`src/rtl/spi_slave_pkg.sv`:
```
package spi_slave_pkg;
  typedef struct packed {
    logic cpol;
    logic cpha;
    logic lsb_first;
  } spi_mode_t;
endpackage

```
`src/rtl/spi_slave_sync.sv`:
```
module spi_slave_sync #(
  parameter int WIDTH = 1,
  parameter int STAGES = 2,
  parameter logic [WIDTH-1:0] RESET_VAL = '0
) (
  input  logic             clk,
  input  logic             rst_n,
  input  logic [WIDTH-1:0] d,
  output logic [WIDTH-1:0] q
);
  logic [WIDTH-1:0] stage [STAGES];

  always_ff @(posedge clk) begin
    if (!rst_n) stage[0] <= RESET_VAL;
    else        stage[0] <= d;
  end

  for (genvar s = 1; s < STAGES; s++) begin : g_stage
    always_ff @(posedge clk) begin
      if (!rst_n) stage[s] <= RESET_VAL;
      else        stage[s] <= stage[s-1];
    end
  end

  assign q = stage[STAGES-1];
endmodule

```
`src/rtl/spi_slave_engine.sv`:
```
module spi_slave_engine
  import spi_slave_pkg::*;
#(
  parameter int W = 8
) (
  input  logic         clk,
  input  logic         rst_n,
  input  logic         sclk_s,
  input  logic         mosi_s,
  input  logic         ss_n_s,
  input  spi_mode_t    mode,
  input  logic         buf_full,
  input  logic [W-1:0] buf_data,
  output logic         buf_take,
  output logic         miso,
  output logic         byte_done,
  output logic [W-1:0] byte_data,
  output logic         underrun_evt
);
  localparam int CNT_W = $clog2(W);
  localparam logic [CNT_W-1:0] LAST = CNT_W'(W - 1);

  logic             sclk_d, ss_d;
  logic [CNT_W-1:0] bit_cnt;
  logic             rxd;
  logic [W-1:0]     rx_sr, tx_sr, last_tx;
  logic             stale;

  logic active, rise, fall, lead, trail, sample_e, drive_e, sel_edge;
  logic load, shift;
  logic [W-1:0] load_val;

  assign active   = !ss_n_s;
  assign rise     = sclk_s && !sclk_d;
  assign fall     = !sclk_s && sclk_d;
  assign lead     = active && (mode.cpol ? fall : rise);
  assign trail    = active && (mode.cpol ? rise : fall);
  assign sample_e = mode.cpha ? trail : lead;
  assign drive_e  = mode.cpha ? lead : trail;
  assign sel_edge = ss_d && !ss_n_s;

  assign load     = (drive_e && bit_cnt == '0) || (sel_edge && !mode.cpha);
  assign shift    = drive_e && bit_cnt != '0;
  assign load_val = buf_full ? buf_data : last_tx;
  assign buf_take = load && buf_full;

  assign byte_done    = sample_e && bit_cnt == LAST;
  assign byte_data    = mode.lsb_first ? {mosi_s, rx_sr[W-1:1]} : {rx_sr[W-2:0], mosi_s};
  assign underrun_evt = sample_e && bit_cnt == '0 && stale;
  assign miso         = active ? (mode.lsb_first ? tx_sr[0] : tx_sr[W-1]) : 1'b1;

  always_ff @(posedge clk) begin
    if (!rst_n) begin
      sclk_d <= 1'b0;
      ss_d   <= 1'b1;
    end else begin
      sclk_d <= sclk_s;
      ss_d   <= ss_n_s;
    end
  end

  always_ff @(posedge clk) begin
    if (!rst_n) begin
      bit_cnt <= '0;
      rxd     <= 1'b0;
      rx_sr   <= '0;
      tx_sr   <= '1;
      last_tx <= '0;
      stale   <= 1'b0;
    end else if (!active) begin
      bit_cnt <= '0;
      rxd     <= 1'b0;
      rx_sr   <= '0;
      tx_sr   <= '1;
      stale   <= 1'b0;
    end else begin
      if (sample_e) begin
        rxd     <= mosi_s;
        bit_cnt <= (bit_cnt == LAST) ? '0 : bit_cnt + 1'b1;
      end
      if (drive_e)
        rx_sr <= mode.lsb_first ? {rxd, rx_sr[W-1:1]} : {rx_sr[W-2:0], rxd};
      if (load) begin
        tx_sr   <= load_val;
        last_tx <= load_val;
        stale   <= !buf_full;
      end else if (shift) begin
        tx_sr <= mode.lsb_first ? {1'b1, tx_sr[W-1:1]} : {tx_sr[W-2:0], 1'b1};
      end
    end
  end

  AST_DESELECT_CLEARS: assert property (@(posedge clk) disable iff (!rst_n)
    ss_n_s |=> !byte_done && !underrun_evt) else $error("deselect must clear state");
endmodule

```
`src/rtl/spi_slave_bufs.sv`:
```
module spi_slave_bufs #(
  parameter int W = 8
) (
  input  logic         clk,
  input  logic         rst_n,
  input  logic [W-1:0] tx_data,
  input  logic         tx_valid,
  output logic         tx_ready,
  output logic         buf_full,
  output logic [W-1:0] buf_data,
  input  logic         buf_take,
  input  logic         byte_done,
  input  logic [W-1:0] byte_data,
  input  logic         underrun_evt,
  output logic [W-1:0] rx_data,
  output logic         rx_valid,
  input  logic         rx_ready,
  input  logic         stat_rd,
  input  logic         irq_on_done,
  output logic         stat_done,
  output logic         stat_underrun,
  output logic         irq
);
  assign tx_ready = !buf_full;
  assign irq      = irq_on_done ? stat_done : !buf_full;

  always_ff @(posedge clk) begin
    if (!rst_n) begin
      buf_full <= 1'b0;
      buf_data <= '0;
    end else if (tx_valid && !buf_full) begin
      buf_full <= 1'b1;
      buf_data <= tx_data;
    end else if (buf_take) begin
      buf_full <= 1'b0;
    end
  end

  always_ff @(posedge clk) begin
    if (!rst_n) begin
      rx_valid <= 1'b0;
      rx_data  <= '0;
    end else if (byte_done) begin
      rx_valid <= 1'b1;
      rx_data  <= byte_data;
    end else if (rx_valid && rx_ready) begin
      rx_valid <= 1'b0;
    end
  end

  always_ff @(posedge clk) begin
    if (!rst_n) begin
      stat_done     <= 1'b0;
      stat_underrun <= 1'b0;
    end else begin
      if (byte_done)    stat_done <= 1'b1;
      else if (stat_rd) stat_done <= 1'b0;
      if (underrun_evt) stat_underrun <= 1'b1;
      else if (stat_rd) stat_underrun <= 1'b0;
    end
  end

  AST_TX_HANDSHAKE: assert property (@(posedge clk) disable iff (!rst_n)
    tx_valid && tx_ready |=> !tx_ready) else $error("accepted word must fill buffer");
  AST_RX_HOLD: assert property (@(posedge clk) disable iff (!rst_n)
    rx_valid && !rx_ready && !byte_done |=> rx_valid && $stable(rx_data)) else $error("rx word lost");
  AST_UNDERRUN_STICKY: assert property (@(posedge clk) disable iff (!rst_n)
    stat_underrun && !stat_rd |=> stat_underrun) else $error("underrun flag dropped");
  AST_DONE_CLEAR: assert property (@(posedge clk) disable iff (!rst_n)
    stat_rd && !byte_done |=> !stat_done) else $error("read must clear done");
endmodule

```
`src/rtl/spi_slave.sv`:
```
module spi_slave
  import spi_slave_pkg::*;
#(
  parameter int W = 8,
  parameter int SYNC_STAGES = 2
) (
  input  logic         clk,
  input  logic         rst_n,
  input  logic         sclk,
  input  logic         mosi,
  input  logic         ss_n,
  output logic         miso,
  input  logic         cfg_cpol,
  input  logic         cfg_cpha,
  input  logic         cfg_lsb_first,
  input  logic         cfg_irq_on_done,
  input  logic [W-1:0] tx_data,
  input  logic         tx_valid,
  output logic         tx_ready,
  output logic [W-1:0] rx_data,
  output logic         rx_valid,
  input  logic         rx_ready,
  input  logic         stat_rd,
  output logic         stat_done,
  output logic         stat_underrun,
  output logic         stat_tx_empty,
  output logic         irq
);
  logic [2:0]   pins_s;
  logic         buf_full, buf_take, byte_done, underrun_evt;
  logic [W-1:0] buf_data, byte_data;
  spi_mode_t    mode;

  assign mode = '{cpol: cfg_cpol, cpha: cfg_cpha, lsb_first: cfg_lsb_first};
  assign stat_tx_empty = !buf_full;

  spi_slave_sync #(.WIDTH(3), .STAGES(SYNC_STAGES), .RESET_VAL(3'b100)) u_sync (
    .clk(clk), .rst_n(rst_n), .d({ss_n, sclk, mosi}), .q(pins_s)
  );

  spi_slave_engine #(.W(W)) u_engine (
    .clk(clk), .rst_n(rst_n),
    .sclk_s(pins_s[1]), .mosi_s(pins_s[0]), .ss_n_s(pins_s[2]),
    .mode(mode), .buf_full(buf_full), .buf_data(buf_data), .buf_take(buf_take),
    .miso(miso), .byte_done(byte_done), .byte_data(byte_data),
    .underrun_evt(underrun_evt)
  );

  spi_slave_bufs #(.W(W)) u_bufs (
    .clk(clk), .rst_n(rst_n),
    .tx_data(tx_data), .tx_valid(tx_valid), .tx_ready(tx_ready),
    .buf_full(buf_full), .buf_data(buf_data), .buf_take(buf_take),
    .byte_done(byte_done), .byte_data(byte_data), .underrun_evt(underrun_evt),
    .rx_data(rx_data), .rx_valid(rx_valid), .rx_ready(rx_ready),
    .stat_rd(stat_rd), .irq_on_done(cfg_irq_on_done),
    .stat_done(stat_done), .stat_underrun(stat_underrun), .irq(irq)
  );

  AST_MISO_IDLE: assert property (@(posedge clk) disable iff (!rst_n)
    pins_s[2] |-> miso) else $error("miso not idle while deselected");
endmodule

```
`config.mk`:
```
export PLATFORM = sky130hd
export DESIGN_NAME = spi_slave
export DESIGN_NICKNAME = d
export VERILOG_FILES = /design/src/rtl/spi_slave_pkg.sv /design/src/rtl/spi_slave_sync.sv /design/src/rtl/spi_slave_engine.sv /design/src/rtl/spi_slave_bufs.sv /design/src/rtl/spi_slave.sv
export SDC_FILE = /design/constraint.sdc
export NUM_CORES = 1
export LEC_CHECK = 0
export BUFFER_PORTS_ARGS = -buffer_cell sky130_fd_sc_hd__buf_2
export CAP_MARGIN = 20
export CORE_MARGIN = 3
export CORE_UTILIZATION = 50
export DETAILED_ROUTE_END_ITERATION = 12
export HOLD_SLACK_MARGIN = 0.15
export PLACE_DENSITY = 0.76
export RECOVER_POWER = 50
export SYNTH_ARGS = -nofsm -noshare
export SYNTH_HDL_FRONTEND = slang
export SYNTH_SLANG_ARGS = --single-unit
```
`constraint.sdc`:
```
create_clock -name clk -period 3.55 [get_ports clk]
set_clock_uncertainty 0.15 [all_clocks]
set_input_delay 0.355 -clock clk [delete_from_list [all_inputs] [get_ports clk]]
set_output_delay 0.355 -clock clk [all_outputs]
set_load 0.005 [all_outputs]
```
# [Yosys cells after proc, flatten, opt, wreduce, memory -nomap -nowiden]
# Memories as Yosys holds them, arrays and structs flattened.
# Cells that the tools add are included.
[word_totals] mem_count=1 input_bits=20 ff_bits=51 word_cells=75 ramBits=6 out_inout_bits=15
[op_classes] n_eq_ne=1 add_sub_neg=1 n_reduce_logical=29 n_bitwise=4 muxes=25
[mem_list] memory="u_sync.stage" depth=2 width=3 read_ports=2 rd_ports_with_merged_regs=0 wr=2 line="spi_slave_sync.sv:11" source="logic [WIDTH-1:0] stage [STAGES];"
[op_table] operator="8-bit two-way mux" n=6
[op_table] operator="1-bit two-way mux" n=16
[op_table] operator="1-bit logical AND" n=14
[op_table] operator="2-bit nonzero test" n=5
[op_table] operator="3-bit two-way mux" n=3
[op_table] operator="1-bit zero test" n=5
[op_table] operator="3-bit by 1-bit adder with 3-bit output (second input constant)" n=1
[op_table] operator="3-bit == test (second input constant)" n=1
[op_table] operator="3-bit zero test" n=1
[op_table] operator="3-bit nonzero test" n=1
[op_table] operator="1-bit NOT" n=2
[op_table] operator="1-bit OR" n=2
[op_table] operator="2-bit AND reduction" n=1
[op_table] operator="2-bit OR reduction" n=1
[op_table] operator="1-bit logical OR" n=1

# [Depth between registers and ports, before layout]
[logic_depth] word_depth=10 mapped_depth=8 depth_no_buf=6

# [Cells and area by module]
# From an unflattened synthesis, not the netlist that was laid out.
[unflattened] cells_unflattened=303 hier_area_um2=2802.7
[by_module_without_submodules] mod="spi_slave_engine" seq_area_each_um2=620.6 cells_each=213 area_each_um2=1853.0 instances=1
[by_module_without_submodules] mod="spi_slave_bufs" seq_area_each_um2=400.4 cells_each=77 area_each_um2=788.3 instances=1
[by_module_without_submodules] mod="spi_slave_sync" seq_area_each_um2=120.1 cells_each=12 area_each_um2=157.7 instances=1
[by_module_without_submodules] mod="spi_slave" seq_area_each_um2=0.0 cells_each=1 area_each_um2=3.8 instances=1

# [Least setup slack after synthesis]
# No wires, ideal clock.
[synth_timing] kind="register -> register" startpoint="register u_engine.bit_cnt[0]" endpoint="register u_engine.tx_sr[6]" required_time_ns=3.278 path_buffers=2 setup_time_ns=0.122 slack_ns=1.733 arrival_ns=1.545 synth_period_minus_slack_ns=1.817 path_stages_with_launch=8 cell_sequence="dfxtp_1 > inv_1 > ha_1 > nor2b_1 > clkbuf_1 > clkbuf_1 > o21ai_0 > a311o_1"
[synth_between] elab_chain_len=4 word_cells_on_any_way=7 classes_between="1 x mux; 6 x reduce/logical"
[synth_rtl] element="from (decl)" line="spi_slave_engine.sv:24" source="logic [CNT_W-1:0] bit_cnt;"
[synth_rtl] element="from (signal assigned)" line="spi_slave_engine.sv:79" source="bit_cnt <= (bit_cnt == LAST) ? '0 : bit_cnt + 1'b1;"
[synth_rtl] element="3-bit zero test" line="spi_slave_engine.sv:42" source="assign load = (drive_e && bit_cnt == '0) || (sel_edge && !mode.cpha);"
[synth_rtl] element="1-bit logical AND" line="spi_slave_engine.sv:42"
[synth_rtl] element="1-bit logical OR" line="spi_slave_engine.sv:42"
[synth_rtl] element="8-bit two-way mux / 2-bit nonzero test (equally long branches)"
[synth_rtl] element="to (signal assigned)" line="spi_slave_engine.sv:84" source="tx_sr <= load_val;"
[synth_rtl] element="to (signal assigned)" line="spi_slave_engine.sv:88" source="tx_sr <= mode.lsb_first ? {1'b1, tx_sr[W-1:1]} : {tx_sr[W-2:0], 1'b1};"
[synth_rtl] element="to (decl)" line="spi_slave_engine.sv:26" source="logic [W-1:0] rx_sr, tx_sr, last_tx;"
# Several ways; a longest one is shown, not always the timed one.
# A chain may end at the register's enable or synchronous reset.

# [Worst setup path after layout]
[layout_timing] startpoint="register u_bufs.buf_full" endpoint="output port irq"
[layout_between] elab_chain_len=2
[layout_rtl] element="from (decl)" line="spi_slave_bufs.sv:9" source="output logic buf_full,"
[layout_rtl] element="from (signal assigned)" line="spi_slave_bufs.sv:29" source="buf_full <= 1'b0;"
[layout_rtl] element="from (signal assigned)" line="spi_slave_bufs.sv:32" source="buf_full <= 1'b1;"
[layout_rtl] element="from (signal assigned)" line="spi_slave_bufs.sv:35" source="buf_full <= 1'b0;"
[layout_rtl] element="1-bit zero test" line="spi_slave_bufs.sv:25" source="assign irq = irq_on_done ? stat_done : !buf_full;"
[layout_rtl] element="1-bit two-way mux" line="spi_slave_bufs.sv:25"
[layout_rtl] element="to (decl)" line="spi_slave.sv:27" source="output logic irq"
# Every way passes these cells.

==> metrics <==
status=complete, no violations; Tot Pwr=between 1 and 1.5 mW; n_diodes=0; fin nets=between 300 and 400; antenna violations before repair=0; Largest stage delay, worst path=about 0.74 ns; Worst Path Buf+Inv=2; busiest grt layer=met2; top area cells in the synthesized netlist=dfxtp_1, mux2i_1, a211oi_1; Flop pwr share=0.457; via count=roughly 2200; Critical Path Fanout Max=16; Hold Path Class=in -> reg; global-route wire length before repair=between 10000 and 15000 um; Placed Cells=between 300 and 400; area occupied by multi-input gates=between 0.001 and 0.0015 mm^2; Rows=25; Slew Viols, Final=0; setup_tns=0 ns; max_cap viols=0; Worst VDD drop=0.339 mV; largest net degree at the start of global routing=26; First DRT Iteration DRCs=107; fin cells=399; crit-path leading delay family=flip-flops; final hold vios=0; I/O Buffers=34; Clock Latency Late Sink=0.34 ns; Starting Density=0.541; leading area contributor after synthesis=dfxtp_1; combinational share of power=0.076; global routing usage on met1=0.261; antenna-violating nets left=0; top-area cell type share of the netlist area=0.430; Netlist Area Pre-Place=between 0.002 and 0.003 mm^2; CTS Sinks=57; GP Congestion=between 0.7 and 0.8; max_slew headroom=0.325; Worst EP required=3.04 ns; CTS tree=done; Avg Cell Area, Syn=slightly above 9 um^2; total gr overflow=0; post-route cell area=between 0.003 and 0.004 mm^2; Ports=35; register bit total from synthesis=between 50 and 60; RSZ-0062 raised after global routing=no; CP endpoint kind=output port; vias in the first global route=2218; Slowest-stage cell, CP=dfxtp_1; Reg area=around 0.0011 mm^2; syn_nets=~310; post-synth cell types=between 40 and 50; post-CTS setup buffer count=0; Die Span Y=between 70 and 80 um; P_leak=1.18 nW; Sw Pwr=0.327 mW; H-Tree Depth=3; wire per inst=14.7 um; Worst Path Arrival=~1.8 ns; core outline area=0.00491 mm^2; register area share after synthesis=0.430; slew of the pin with the lowest slew margin=approximately 1.0 ns; gr usage total=0.207; Detailed Routing Iterations Pass 1=4; fmax=427 MHz; R2R Setup Slk=approximately 1.4 ns; die width=between 70 and 80 um; Power Dens Cells=463 mW/mm^2; Critical Path Start Type=flop; Placed Area=between 0.002 and 0.003 mm^2; Final min period=between 2 and 2.5 ns; CTS Buf Count=9; drt drc=0; CTS Buffer Depth=2; internal power=roughly 1.1 mW; layout cells sized above 1=0.154; dpl hpwl=approximately 3700 um; clock share of power=0.466; area delta synth->final=19.1%; Clock Pin Slew Worst Setup and Hold Paths=around 0.06 ns; crit path cell chain=inv_1 -> mux2_2 -> buf_2; total wire length=5850 um; Net Sw Frac=0.223; root buffer cell=clkbuf_8; M3 GR Usage=0.0635; met2 Resource Use GR=0.331; period utilization=0.659; die area=just over 0.006 mm^2; Vias/cell=5.63; Synth warnings=0; final setup vio count=0; synthesized instance count=slightly below 300; worst hold margin=0.180 ns; Filler cells=between 400 and 500; Crit Path Category=reg -> out
stage by stage:
stage,setup slack (ns),util
final,1.21,0.644
after global routing,1.10,0.644
after CTS,1.23,0.646
after detailed placement,1.43,0.573
after global placement,1.44,0.573
after floorplan,1.73,-
cell usage after synthesis:
master / number
a211o_1: 2
a311o_1: 6
mux2_2: 2
clkinv_1: 1
a221oi_1: 2
or3b_1: 1
mux2_4: 1
inv_1: 4
nor3b_2: 1
ha_1: 3
or4_1: 3
nor3b_1: 10
nor4b_1: 1
o211ai_1: 1
o311ai_0: 2
or2_2: 1
buf_4: 2
o21ai_1: 1
nand2b_1: 7
o21ai_0: 10
buf_1: 3
o211a_1: 2
buf_6: 1
nand2_1: 30
o21a_1: 6
nand4b_1: 1
nand3b_1: 3
xnor2_2: 1
o2111ai_1: 2
a211oi_1: 22
a21oi_1: 23
mux2i_1: 25
nor2_1: 11
nor4_1: 3
and2_1: 5
o31ai_1: 1
nand3_1: 11
clkbuf_1: 10
nor2b_1: 5
dfxtp_1: 57
buf_2: 7
path summary, 6_finish.rpt:
check / from / end / depth (start not counted)
setup reg to reg: u_engine.bit_cnt[0] / u_engine.tx_sr[6] / 7
hold reg to reg: u_sync.stage[0][2] / u_sync.stage[1][2] / 1
hold / removal: rst_n / u_sync.stage[0][2] / 2
setup / recovery: u_bufs.buf_full / irq / 3
sequential cells by signal, summed over array words and instances, names as in the netlist:
signal	flops
u_bufs.buf_data	8
u_bufs.buf_full	1
u_bufs.rx_data	8
u_bufs.rx_valid	1
u_bufs.stat_done	1
u_bufs.stat_underrun	1
u_engine.bit_cnt	3
u_engine.last_tx	8
u_engine.rx_sr	8
u_engine.rxd	1
u_engine.sclk_d	1
u_engine.ss_d	1
u_engine.stale	1
u_engine.tx_sr	8
u_sync.stage	6
placed cells by master (no fill, tap or decap), types with 3 or more instances in the layout:
cell	Yosys	layout
o21a_1	6	6
nand2_1	30	30
mux2i_1	25	25
buf_2	7	29
dlygate4sd3_1	0	13
and2_1	5	4
nor2b_1	5	5
ha_1	3	3
a311o_1	6	6
nand3b_1	3	3
nand3_1	11	11
clkbuf_8	0	11
nor2_1	11	11
inv_1	4	4
nand2b_1	7	7
clkbuf_1	10	6
or4_1	3	3
a211oi_1	22	22
dfxtp_1	57	57
a21oi_1	23	23
nor3b_1	10	10
o21ai_0	10	10
nor4_1	3	3
layer usage:
layer	vias to the layer above	wire length, um	part of all wire
li1	1138	-	-
met1	1060	2760	0.47
met2	38	2730	0.47
met3	11	252	0.043
met4	0	104	0.018
met5	-	0	0
power groups by stage:
stage,logic (mW),clock network [mW],registers (mW)
final,0.112,0.684,0.670
after global routing,0.124,0.725,0.672
after CTS,0.111,0.698,0.670
after detailed placement,0.0994,0,0.684
after global placement,0.0972,0,0.684
after floorplan,0.0801,0,0.675
logic make-up after synthesis:
| family | count (synthesis) | synth area share |
|---|---|---|
| and+or+nand+nor | 93 | 0.188 |
| AOI/OAI and AO/OA | 80 | 0.205 |
| DFF | 57 | 0.430 |
| buffers and inverters | 28 | 0.0485 |
| muxes | 28 | 0.108 |
| adders and majority gates | 3 | 0.0141 |
| xor gates and xnor gates | 1 | 0.00613 |
area by class of cell:
class	count	area share
multi-input combinational	205	0.438
clock inverter	5	0.0245
timing repair buffer	49	0.0965
inverter	5	0.00593
tap	67	0.0265
sequential	57	0.361
clock buffer	11	0.0478
repair_timing:
action                                 4_1_cts  5_1_grt
gates resized for setup                      0        0
endpoints found under the hold margin       14        0
hold buffers                                13        0
Power figures use the tool's default switching activity.
